--- src/rtl/tlbw_pkg.sv ---
package tlbw_pkg;
   typedef enum logic [0:0] {
      WS_IDLE = 1'b0,
      WS_WALK = 1'b1
   } walk_state_e;
endpackage

--- src/rtl/tlbw_cam.sv ---
module tlbw_cam #(
   parameter int ENTRIES = 4,
   parameter int VPN_W   = 8,
   parameter int ASID_W  = 4,
   parameter int PFN_W   = 8,
   localparam int IDX_W  = (ENTRIES > 1) ? $clog2(ENTRIES) : 1
) (
   input  logic              clk,
   input  logic              rst_n,
   input  logic [VPN_W-1:0]  lk_vpn,
   input  logic [ASID_W-1:0] lk_asid,
   output logic              lk_hit,
   output logic [PFN_W-1:0]  lk_pfn,
   input  logic              wr_en,
   input  logic [IDX_W-1:0]  wr_idx,
   input  logic [VPN_W-1:0]  wr_vpn,
   input  logic [ASID_W-1:0] wr_asid,
   input  logic [PFN_W-1:0]  wr_pfn,
   input  logic              wr_wired,
   input  logic              flush,
   input  logic              inv_en,
   input  logic [VPN_W-1:0]  inv_vpn,
   input  logic [ASID_W-1:0] inv_asid,
   output logic [ENTRIES-1:0] wired_vec
);
   logic [ENTRIES-1:0] valid_q, wired_q, match;
   logic [VPN_W-1:0]   vpn_q  [ENTRIES];
   logic [ASID_W-1:0]  asid_q [ENTRIES];
   logic [PFN_W-1:0]   pfn_q  [ENTRIES];

   always_ff @(posedge clk) begin
      if (!rst_n) begin
         valid_q <= '0;
         wired_q <= '0;
         for (int i = 0; i < ENTRIES; i++) begin
            vpn_q[i]  <= '0;
            asid_q[i] <= '0;
            pfn_q[i]  <= '0;
         end
      end else begin
         for (int i = 0; i < ENTRIES; i++) begin
            if (wr_en && wr_idx == IDX_W'(i)) begin
               valid_q[i] <= 1'b1;
               wired_q[i] <= wr_wired;
               vpn_q[i]   <= wr_vpn;
               asid_q[i]  <= wr_asid;
               pfn_q[i]   <= wr_pfn;
            end
            if (flush && !wired_q[i]) valid_q[i] <= 1'b0;
            if (inv_en && valid_q[i] && vpn_q[i] == inv_vpn && asid_q[i] == inv_asid) begin
               valid_q[i] <= 1'b0;
               wired_q[i] <= 1'b0;
            end
         end
      end
   end

   for (genvar g = 0; g < ENTRIES; g++) begin : g_cmp
      assign match[g] = valid_q[g] && (vpn_q[g] == lk_vpn) && (asid_q[g] == lk_asid);
   end

   always_comb begin
      lk_pfn = '0;
      for (int i = 0; i < ENTRIES; i++)
         if (match[i]) lk_pfn = lk_pfn | pfn_q[i];
   end

   assign lk_hit    = |match;
   assign wired_vec = wired_q;

   // refill only happens on a miss, so two entries never share a tag
   assert_single_match_R5: assert property (@(posedge clk) disable iff (!rst_n)
      $onehot0(match));
endmodule

--- src/rtl/tlbw_victim.sv ---
module tlbw_victim #(
   parameter int ENTRIES = 4,
   localparam int IDX_W  = (ENTRIES > 1) ? $clog2(ENTRIES) : 1
) (
   input  logic               clk,
   input  logic               rst_n,
   input  logic [ENTRIES-1:0] wired_vec,
   input  logic               adv,
   output logic [IDX_W-1:0]   victim_idx,
   output logic               victim_ok
);
   logic [IDX_W-1:0] ptr_q, ptr_next;

   always_comb begin
      victim_ok  = 1'b0;
      victim_idx = '0;
      for (int k = ENTRIES - 1; k >= 0; k--) begin
         int j;
         j = int'(ptr_q) + k;
         if (j >= ENTRIES) j = j - ENTRIES;
         if (!wired_vec[j]) begin
            victim_ok  = 1'b1;
            victim_idx = IDX_W'(j);
         end
      end
   end

   if ((1 << IDX_W) == ENTRIES) begin : g_pow2_wrap
      assign ptr_next = victim_idx + 1'b1;
   end else begin : g_cmp_wrap
      assign ptr_next = (victim_idx == IDX_W'(ENTRIES - 1)) ? '0 : victim_idx + 1'b1;
   end

   always_ff @(posedge clk) begin
      if (!rst_n)   ptr_q <= '0;
      else if (adv) ptr_q <= ptr_next;
   end
endmodule

--- src/rtl/tlbw_walker.sv ---
module tlbw_walker
   import tlbw_pkg::*;
#(
   parameter int VPN_W  = 8,
   parameter int PFN_W  = 8,
   parameter int MEM_AW = 16,
   localparam int PTE_W = PFN_W + 1
) (
   input  logic              clk,
   input  logic              rst_n,
   input  logic              start,
   input  logic [VPN_W-1:0]  start_vpn,
   input  logic [MEM_AW-1:0] ptbr,
   output logic              busy,
   output logic              mem_rd_en,
   output logic [MEM_AW-1:0] mem_rd_addr,
   input  logic              mem_rd_valid,
   input  logic [PTE_W-1:0]  mem_rd_data,
   output logic              done,
   output logic              done_present,
   output logic [PFN_W-1:0]  done_pfn
);
   walk_state_e       state_q;
   logic [MEM_AW-1:0] addr_q;

   always_ff @(posedge clk) begin
      if (!rst_n) begin
         state_q <= WS_IDLE;
         addr_q  <= '0;
      end else begin
         case (state_q)
            WS_IDLE: if (start) begin
               state_q <= WS_WALK;
               addr_q  <= ptbr + MEM_AW'(start_vpn);
            end
            WS_WALK: if (mem_rd_valid) state_q <= WS_IDLE;
            default: state_q <= WS_IDLE;
         endcase
      end
   end

   assign busy         = (state_q == WS_WALK);
   assign mem_rd_en    = busy;
   assign mem_rd_addr  = addr_q;
   assign done         = busy && mem_rd_valid;
   assign done_present = mem_rd_data[PFN_W];
   assign done_pfn     = mem_rd_data[PFN_W-1:0];

   // read request stays up with a steady address until the data returns
   assert_read_hold_R4: assert property (@(posedge clk) disable iff (!rst_n)
      (mem_rd_en && !mem_rd_valid) |=> (mem_rd_en && $stable(mem_rd_addr)));
endmodule

--- src/rtl/tlbw_top.sv ---
module tlbw_top #(
   parameter int VA_W      = 16,
   parameter int PAGE_BITS = 8,
   parameter int PA_W      = 16,
   parameter int ASID_W    = 4,
   parameter int ENTRIES   = 4,
   parameter int MEM_AW    = 16,
   localparam int VPN_W    = VA_W - PAGE_BITS,
   localparam int PFN_W    = PA_W - PAGE_BITS,
   localparam int PTE_W    = PFN_W + 1,
   localparam int IDX_W    = (ENTRIES > 1) ? $clog2(ENTRIES) : 1
) (
   input  logic              clk,
   input  logic              rst_n,
   input  logic              req_valid,
   output logic              req_ready,
   input  logic [VA_W-1:0]   req_vaddr,
   input  logic [ASID_W-1:0] req_asid,
   input  logic              req_wire,
   input  logic [MEM_AW-1:0] ptbr,
   input  logic [VPN_W:0]    ptlr,
   output logic              mem_rd_en,
   output logic [MEM_AW-1:0] mem_rd_addr,
   input  logic              mem_rd_valid,
   input  logic [PTE_W-1:0]  mem_rd_data,
   input  logic              flush,
   input  logic              inv_en,
   input  logic [VPN_W-1:0]  inv_vpn,
   input  logic [ASID_W-1:0] inv_asid,
   output logic              resp_valid,
   output logic              resp_hit,
   output logic              resp_fault,
   output logic [PA_W-1:0]   resp_paddr
);
   if (PAGE_BITS < 1 || PAGE_BITS >= VA_W) begin : g_bad_page
      $error("tlbw_top: PAGE_BITS must lie in 1..VA_W-1");
   end
   if (PAGE_BITS >= PA_W) begin : g_bad_pa
      $error("tlbw_top: PA_W must exceed PAGE_BITS");
   end
   if (ENTRIES < 2) begin : g_bad_entries
      $error("tlbw_top: ENTRIES must be at least 2");
   end
   if (VPN_W > MEM_AW) begin : g_bad_aw
      $error("tlbw_top: MEM_AW must hold a page number");
   end

   logic [VPN_W-1:0]     req_vpn;
   logic [PAGE_BITS-1:0] req_off;
   logic                 accept, in_range, lk_hit, walk_start;
   logic [PFN_W-1:0]     lk_pfn;
   logic                 busy, done, done_present, victim_ok, ins_en;
   logic [PFN_W-1:0]     done_pfn;
   logic [IDX_W-1:0]     victim_idx;
   logic [ENTRIES-1:0]   wired_vec;

   logic [VPN_W-1:0]     pend_vpn;
   logic [ASID_W-1:0]    pend_asid;
   logic [PAGE_BITS-1:0] pend_off;
   logic                 pend_wire;

   assign req_vpn    = req_vaddr[VA_W-1:PAGE_BITS];
   assign req_off    = req_vaddr[PAGE_BITS-1:0];
   assign req_ready  = !busy;
   assign accept     = req_valid && req_ready;
   assign in_range   = {1'b0, req_vpn} < ptlr;
   assign walk_start = accept && in_range && !lk_hit;
   assign ins_en     = done && done_present && victim_ok;

   tlbw_cam #(.ENTRIES(ENTRIES), .VPN_W(VPN_W), .ASID_W(ASID_W), .PFN_W(PFN_W)) u_cam (
      .clk(clk), .rst_n(rst_n),
      .lk_vpn(req_vpn), .lk_asid(req_asid), .lk_hit(lk_hit), .lk_pfn(lk_pfn),
      .wr_en(ins_en), .wr_idx(victim_idx), .wr_vpn(pend_vpn), .wr_asid(pend_asid),
      .wr_pfn(done_pfn), .wr_wired(pend_wire),
      .flush(flush), .inv_en(inv_en), .inv_vpn(inv_vpn), .inv_asid(inv_asid),
      .wired_vec(wired_vec)
   );

   tlbw_victim #(.ENTRIES(ENTRIES)) u_victim (
      .clk(clk), .rst_n(rst_n), .wired_vec(wired_vec), .adv(ins_en),
      .victim_idx(victim_idx), .victim_ok(victim_ok)
   );

   tlbw_walker #(.VPN_W(VPN_W), .PFN_W(PFN_W), .MEM_AW(MEM_AW)) u_walker (
      .clk(clk), .rst_n(rst_n), .start(walk_start), .start_vpn(req_vpn), .ptbr(ptbr),
      .busy(busy), .mem_rd_en(mem_rd_en), .mem_rd_addr(mem_rd_addr),
      .mem_rd_valid(mem_rd_valid), .mem_rd_data(mem_rd_data),
      .done(done), .done_present(done_present), .done_pfn(done_pfn)
   );

   always_ff @(posedge clk) begin
      if (!rst_n) begin
         pend_vpn  <= '0;
         pend_asid <= '0;
         pend_off  <= '0;
         pend_wire <= 1'b0;
      end else if (walk_start) begin
         pend_vpn  <= req_vpn;
         pend_asid <= req_asid;
         pend_off  <= req_off;
         pend_wire <= req_wire;
      end
   end

   always_ff @(posedge clk) begin
      if (!rst_n) begin
         resp_valid <= 1'b0;
         resp_hit   <= 1'b0;
         resp_fault <= 1'b0;
         resp_paddr <= '0;
      end else begin
         resp_valid <= 1'b0;
         if (accept && !in_range) begin
            resp_valid <= 1'b1;
            resp_hit   <= 1'b0;
            resp_fault <= 1'b1;
            resp_paddr <= '0;
         end else if (accept && lk_hit) begin
            resp_valid <= 1'b1;
            resp_hit   <= 1'b1;
            resp_fault <= 1'b0;
            resp_paddr <= {lk_pfn, req_off};
         end else if (done) begin
            resp_valid <= 1'b1;
            resp_hit   <= 1'b0;
            resp_fault <= !done_present;
            resp_paddr <= done_present ? {done_pfn, pend_off} : '0;
         end
      end
   end

   assert_no_hit_and_fault_R14: assert property (@(posedge clk) disable iff (!rst_n)
      resp_valid |-> !(resp_hit && resp_fault));
   assert_stall_in_walk_R4: assert property (@(posedge clk) disable iff (!rst_n)
      mem_rd_en |-> !req_ready);
   assert_range_fault_R7: assert property (@(posedge clk) disable iff (!rst_n)
      (accept && !in_range) |=> (resp_valid && resp_fault && !mem_rd_en));
   assert_refill_has_slot_R11: assert property (@(posedge clk) disable iff (!rst_n)
      ins_en |-> !wired_vec[victim_idx]);
endmodule

--- config.mk ---
export PLATFORM = sky130hd
export DESIGN_NAME = tlbw_top
export DESIGN_NICKNAME = d
export VERILOG_FILES = /design/src/rtl/tlbw_pkg.sv /design/src/rtl/tlbw_cam.sv /design/src/rtl/tlbw_victim.sv /design/src/rtl/tlbw_walker.sv /design/src/rtl/tlbw_top.sv
export SDC_FILE = /design/constraint.sdc
export NUM_CORES = 1
export LEC_CHECK = 0
export ABC_CLOCK_PERIOD_IN_PS = 3300
export BUFFER_PORTS_ARGS = -buffer_cell sky130_fd_sc_hd__buf_2
export CAP_MARGIN = 0
export CORE_AREA = 2 2 99 196
export DETAILED_ROUTE_END_ITERATION = 10
export DIE_AREA = 0 0 101 198
export PLACE_DENSITY_LB_ADDON = 0.2
export RECOVER_POWER = 25
export SLEW_MARGIN = 30
export SYNTH_ARGS = -nofsm -noshare
export SYNTH_HDL_FRONTEND = slang
export SYNTH_HIERARCHICAL = 1
export SYNTH_SLANG_ARGS = --single-unit
--- constraint.sdc ---
create_clock -name clk -period 3.3 [get_ports clk]
set_input_delay 0.66 -clock clk [delete_from_list [all_inputs] [get_ports clk]]
set_output_delay 0.66 -clock clk [all_outputs]
set_load 0.05 [all_outputs]
=== Word level (Yosys, flattened, before mapping) ===
Memory sizes are Yosys's and may differ from the RTL's.
Cells that the tools add are included.

* Output and inout port bits: 37
* Memories kept: 3
* Register bits after elaboration: 67
* Bits in read-only memories: 0
* Latch bits: 0
* RAM bits: 80
* Input bits: 73
* Logic and storage cells: 201

* Reduce and logical (&&, ||, !) cells: 58
* $mul: 0
* Divide/modulo/power cells: 0
* Shifts and indexed selects: 0
* Magnitude comparators: 9
* Bitwise logic cells: 17
* Multiplexer cells: 67
* Add/sub/neg operators: 9
* Equality and inequality tests: 19

{| class="wikitable"
|+ Memory list
! name !! words !! width !! rd ports !! clocked after memory_dff !! wr ports !! line !! RTL
|-
| u_cam.pfn_q || 4 || 8 || 4 || 0 || 4 || tlbw_cam.sv:29 || <nowiki>logic [PFN_W-1:0] pfn_q [ENTRIES];</nowiki>
|-
| u_cam.vpn_q || 4 || 8 || 4 || 0 || 4 || tlbw_cam.sv:27 || <nowiki>logic [VPN_W-1:0] vpn_q [ENTRIES];</nowiki>
|-
| u_cam.asid_q || 4 || 4 || 4 || 0 || 4 || tlbw_cam.sv:28 || <nowiki>logic [ASID_W-1:0] asid_q [ENTRIES];</nowiki>
|}

{| class="wikitable"
|+ Operators by type and width
! kind !! number
|-
| less-than comparator 32 x 4 -> 1 bit, second input constant || 4
|-
| two-way mux 32 bit || 4
|-
| greater-or-equal comparator 32 x 4 -> 1 bit, second input constant || 3
|-
| two-way mux 8 bit || 12
|-
| subtractor 32 x 4 -> 32 bit, second input constant || 3
|-
| equality test 8 bit || 8
|-
| two-way mux 16 bit || 3
|-
| logical AND 1 bit || 36
|-
| two-way mux 1 bit || 35
|-
| equality test 4 bit || 8
|-
| bitwise OR 8 bit || 3
|-
| adder 16 x 8 -> 16 bit || 1
|-
| two-way mux 4 bit || 4
|-
| bitwise OR 1 bit || 12
|-
| OR reduction 3 bit || 4
|-
| OR reduction 2 bit || 5
|-
| less-than comparator 8 x 9 -> 1 bit || 1
|-
| binary-select mux 1 bit (select 2 bit) || 4
|-
| zero test 1 bit || 8
|-
| two-way mux 2 bit || 4
|-
| adder 2 x 2 -> 3 bit, second input constant || 2
|-
| equality test 2 bit, second input constant || 2
|-
| OR reduction 4 bit || 1
|-
| subtractor 2 x 3 -> 4 bit, second input constant || 1
|-
| other kinds (10) || 11
|}

=== Longest topological paths before layout ===
* Depth after elaboration: 16
* Gate-level depth with buffers: 12
* Gate-level depth less buffers: 10

=== Hierarchy ===
The synthesis kept the hierarchy.

{| class="wikitable"
|+ By module, submodules not included
! module !! sequential area each (sq um) !! cells an instance !! instances !! area an instance (sq um)
|-
| tlbw_cam || 2562.5 || 431 || 1 || 4978.5
|-
| tlbw_top || 800.8 || 224 || 1 || 1920.6
|-
| tlbw_walker || 340.3 || 157 || 1 || 1298.7
|-
| tlbw_victim || 40.0 || 20 || 1 || 153.9
|}

=== Worst setup path after synthesis ===
Ideal clock, no wire load.

* Path kind: input to register
* From: input port mem_rd_valid
* To: memory u_cam.asid_q[2][0] (enable)
* Path slack: -0.254 ns
* Arrival time: 3.129 ns
* Stages: 6
* Required time: 2.875 ns
* Library setup time: 0.425 ns
* Path buffers: 2
* Cells stage by stage: and2_1 clkbuf_1 clkbuf_1 and3_1 nand2_1 o21ai_0

{| class="wikitable"
|+ RTL lines
! item !! line !! RTL
|-
| from (decl) || tlbw_top.sv:24 || <nowiki>input logic mem_rd_valid,</nowiki>
|-
| to (decl) || tlbw_cam.sv:28 ||
|}

=== Worst setup path in the final report ===
* From: input port req_vaddr[14]
* To: register u_walker.addr_q[5] (netlist: u_walker/mem_rd_addr[5])

* Cells in the longest elaborated chain, start to end: 7
* Elaborated cells between the ends (all ways): 18
* Classes of those cells: order compare (1); eq/ne (4); reduce/logical (13)

{| class="wikitable"
|+ Ends and longest elaborated chain
! item !! line !! RTL
|-
| from (decl) || tlbw_top.sv:17 || <nowiki>input logic [VA_W-1:0] req_vaddr,</nowiki>
|-
| branches (longest 5 deep; another with less-than comparator 8 x 9 -> 1 bit) || -- ||
|-
| logical AND 1 bit * || tlbw_top.sv:67 || <nowiki>assign walk_start = accept && in_range && !lk_hit;</nowiki>
|-
| AND reduction 2 bit (no line) * || -- ||
|-
| to (signal assigned) || tlbw_walker.sv:34 || <nowiki>addr_q <= ptbr + MEM_AW'(start_vpn);</nowiki>
|-
| to (decl) || tlbw_walker.sv:24 || <nowiki>logic [MEM_AW-1:0] addr_q;</nowiki>
|}

Mark *: on every way between the ends.
A chain may end at the register's enable or synchronous reset.

==> flow_summary.json <==
{
  "synth-xor-area-share_pct": 10.70,
  "synth_edf_count": 80,
  "clock.fmax_ghz": 0.3641,
  "slew_headroom_pct": 31.68,
  "postCtsHoldBufs": 0,
  "crit_path_end": "u_walker/mem_rd_addr[5]",
  "cts-resized-gates": 0,
  "synth_top_family_by_area": "simple AND/OR/NAND/NOR gates",
  "synth_simple_gate_area_share_pct": 25.20,
  "die_w_um": 101,
  "reg2regPathDepth": 7,
  "endpoint_kind": "flip-flop",
  "setup_viol_count_final": 0,
  "ir_drop_mv": 0.2822,
  "synth_nets": 921,
  "final-instance-count-excl-fill": 1162,
  "final.period_utilization_pct": 83.24,
  "pwr-share-seq_pct": 43.5,
  "cts.sinks": 147,
  "cts_tree": "yes",
  "row_count": 71,
  "dpl_cell_area_um2": 9140,
  "worst_slew_pin_slew_ns": 1.015,
  "yosysWarnings": 6,
  "avgRoutedWirePerCell_um": 22.09,
  "grt_overflow": 0,
  "synthArstFlopShare_pct": 0,
  "grt_max_degree": 46,
  "synth_mux_area_share_pct": 2.996,
  "vias_per_cell": 5.932,
  "final_layout_size_suffix_gt1_share_pct": 16.97,
  "ys_ff_latch": 147,
  "leakagePower_nw": 3.943,
  "track_usage_pct": 26.46,
  "synth_area_per_cell_um2": 10.04,
  "crit_path_start_kind": "input port",
  "drt_iter0_drc": 344,
  "worst-endpoint-arrival_ns": 3.10,
  "hpwl_um": 19260,
  "grt_pass1_wl_um": 38910,
  "reg2reg_setup_slack_ns": 0.62,
  "whs_ns": 0.4576,
  "grt_pass1_vias": 6827,
  "stdcell_area_um2": 9657,
  "diodes": 0,
  "post_cts_buffers": 0,
  "worstSetupPathType": "input port to flip-flop",
  "place_ws_ns": 0.1935,
  "netlist_area_um2": 8352,
  "worstReg2RegStart": "u_cam/wired_vec[2]",
  "synth-compound-area-share_pct": 9.139,
  "clock_skew_ns": 0.01306,
  "dr_total_vias": 6893,
  "synthAdderAreaFrac_pct": 2.487,
  "ys_types": 61,
  "powerDensity_nw_per_um2": 497.5,
  "max_cap_viol_count": 0,
  "final-hold-violation-count": 0,
  "h-tree-depth": 4,
  "drc_errors": 0,
  "drt_wl_total_um": 25670,
  "place_congestion": 0.9633,
  "internal_power_mw": 3.409,
  "die-area_um2": 20000,
  "clkSlewWorstSetupHoldPaths_ns": 0.06,
  "timing.setup.tns_ns": 0,
  "cp-startpoint": "req_vaddr[14]",
  "switchingPower_mw": 1.395,
  "clk_latency_ns": 0.44,
  "fin_crit_ns": 2.747,
  "synth_cells": 832,
  "hold_class": "flip-flop to flip-flop",
  "io_buffers": 109,
  "initial_core_util_pct": 44.77,
  "clock_power_share_pct": 40.8,
  "syn_to_final_growth_pct": 15.63,
  "rsz0062_at_grt": "false",
  "nets": 1019,
  "cp_max_fo": 16,
  "place_inst": 1130,
  "synth-main-ff-cell": "edfxtp_1",
  "die_h_um": 198,
  "fin_ws_ns": 0.5532,
  "io_pins": 110,
  "cts_buffers": 17,
  "cts-root-buf": "clkbuf_16",
  "cts_buffer_depth": 2,
  "slew_viol_final": 0,
  "required_ns": 3.66,
  "yosysSeqAreaShare_pct": 44.82,
  "status": "completed",
  "drtPass1Iterations": 5,
  "reg2reg_to": "u_cam/valid_q[1]",
  "swShare_pct": 29.03,
  "pwr-share-comb_pct": 15.7,
  "ant_nets": 0,
  "core-area_um2": 18660,
  "grt_antenna_before_repair": 0
}
synthesized netlist by cell type, drive strengths merged, types with 14 or more instances:
| cell | n | area share (%) |
|---|---|---|
| nand2 | 62 | 2.8 |
| buf | 20 | 1.8 |
| nor3 | 14 | 1.0 |
| nor2 | 30 | 1.3 |
| xor2 | 47 | 4.9 |
| and3 | 90 | 6.7 |
| and2 | 27 | 2.0 |
| nand3 | 40 | 2.4 |
| nand2b | 19 | 1.4 |
| xnor2 | 55 | 5.8 |
| mux2i | 25 | 3.0 |
| a311oi | 18 | 1.9 |
| nor4 | 14 | 2.3 |
| inv | 18 | 0.81 |
| clkbuf | 45 | 2.1 |
| ha | 15 | 2.2 |
| edfxtp | 80 | 29 |
| nand4 | 49 | 3.7 |
| o21ai | 20 | 1.2 |
| dfxtp | 67 | 16 |
through the flow:
step / power (mW) / utilization (%)
2_1_floorplan: 2.626 / -
3_3_place_gp: 2.886 / 48.99
3_5_place_dp: 2.890 / 48.99
4_1_cts: 4.847 / 52.15
5_1_grt: 4.965 / 51.76
6_report: 4.804 / 51.76
sequential cells by signal, summed over array words and instances, names as in the netlist:
name and cells:
resp_valid 1, u_cam/valid_q 4, u_walker/mem_rd_addr 16, u_walker/busy 1
u_cam/pfn_q 32, pend_off 8, pend_asid 4, pend_vpn 8
resp_fault 1, pend_wire 1, u_cam/asid_q 16, u_cam/vpn_q 32
u_cam/wired_vec 4, u_victim/ptr_q 2, resp_paddr 16, resp_hit 1
worst max-delay path, stage by stage:
cell and delay, ns:
buf_2 0.25, ha_1 0.31, a211oi_2 0.18, o32ai_1 0.11, a21oi_2 0.25, nor3b_1 0.48, nor2b_1 0.19, buf_4 0.22
buf_4 0.16, nand2_1 0.09, o21ai_0 0.19
routing by layer:
metal  vias to the layer above  global-route usage (%)  routed length [µm]
li1                       3241                       -                   -
met1                      3331                   26.80                9032
met2                       243                   49.38               14060
met3                        78                   3.812                1064
met4                         0                   16.37                1517
met5                         -                       0                   0
area by class of cell:
type                    instances  area [µm²]
multi-input cells             601        4208
clock inverters                13       146.4
well taps                     219       274.0
fillers                      1780        8999
clock buffers                  19       442.9
inverters                      19       71.32
repair buffers                144       770.7
flip-flops and latches        147        3744
cell families after synthesis:
family | Yosys count
buf+inv | 84
mux | 25
xor+xnor | 102
fa+ha+maj | 16
simple gates | 360
flops | 147
compound gates | 98
layout by cell type (no fill, tap or decap), types with 15 or more instances in the layout:
| cell type | instances |
|---|---|
| a311oi_1 | 18 |
| and2_1 | 26 |
| and3_1 | 90 |
| buf_2 | 71 |
| buf_4 | 33 |
| clkbuf_1 | 39 |
| clkbuf_16 | 17 |
| dfxtp_1 | 67 |
| edfxtp_1 | 80 |
| ha_1 | 15 |
| inv_1 | 17 |
| mux2i_1 | 25 |
| nand2_1 | 62 |
| nand2b_1 | 19 |
| nand3_1 | 40 |
| nand4_1 | 49 |
| nor2_1 | 30 |
| o21ai_0 | 18 |
| xnor2_1 | 55 |
| xor2_1 | 47 |
worst min path at each step:
stage	startpoint	to	slack, ns	depth (start not counted)
2_1_floorplan	pend_off[0]	pend_off[0]	0.43	2
3_5_place_dp	u_walker/mem_rd_addr[1]	u_walker/mem_rd_addr[1]	0.45	2
6_report	u_walker/mem_rd_addr[1]	u_walker/mem_rd_addr[1]	0.46	2
5_1_grt	req_vaddr[2]	pend_off[2]	0.47	3
4_1_cts	u_walker/mem_rd_addr[1]	u_walker/mem_rd_addr[1]	0.46	2
3_3_place_gp	u_walker/mem_rd_addr[1]	u_walker/mem_rd_addr[1]	0.44	2
power groups by stage:
| stage | Clock, mW | Sequential [mW] | Combinational (mW) |
|---|---|---|---|
| after floorplan | 0 | 2.20 | 0.425 |
| after global placement | 0 | 2.13 | 0.760 |
| after detailed placement | 0 | 2.13 | 0.763 |
| after CTS | 1.99 | 2.09 | 0.767 |
| after global routing | 2.06 | 2.10 | 0.811 |
| final | 1.96 | 2.09 | 0.755 |
No activity file was read; power rests on OpenSTA's default activity.
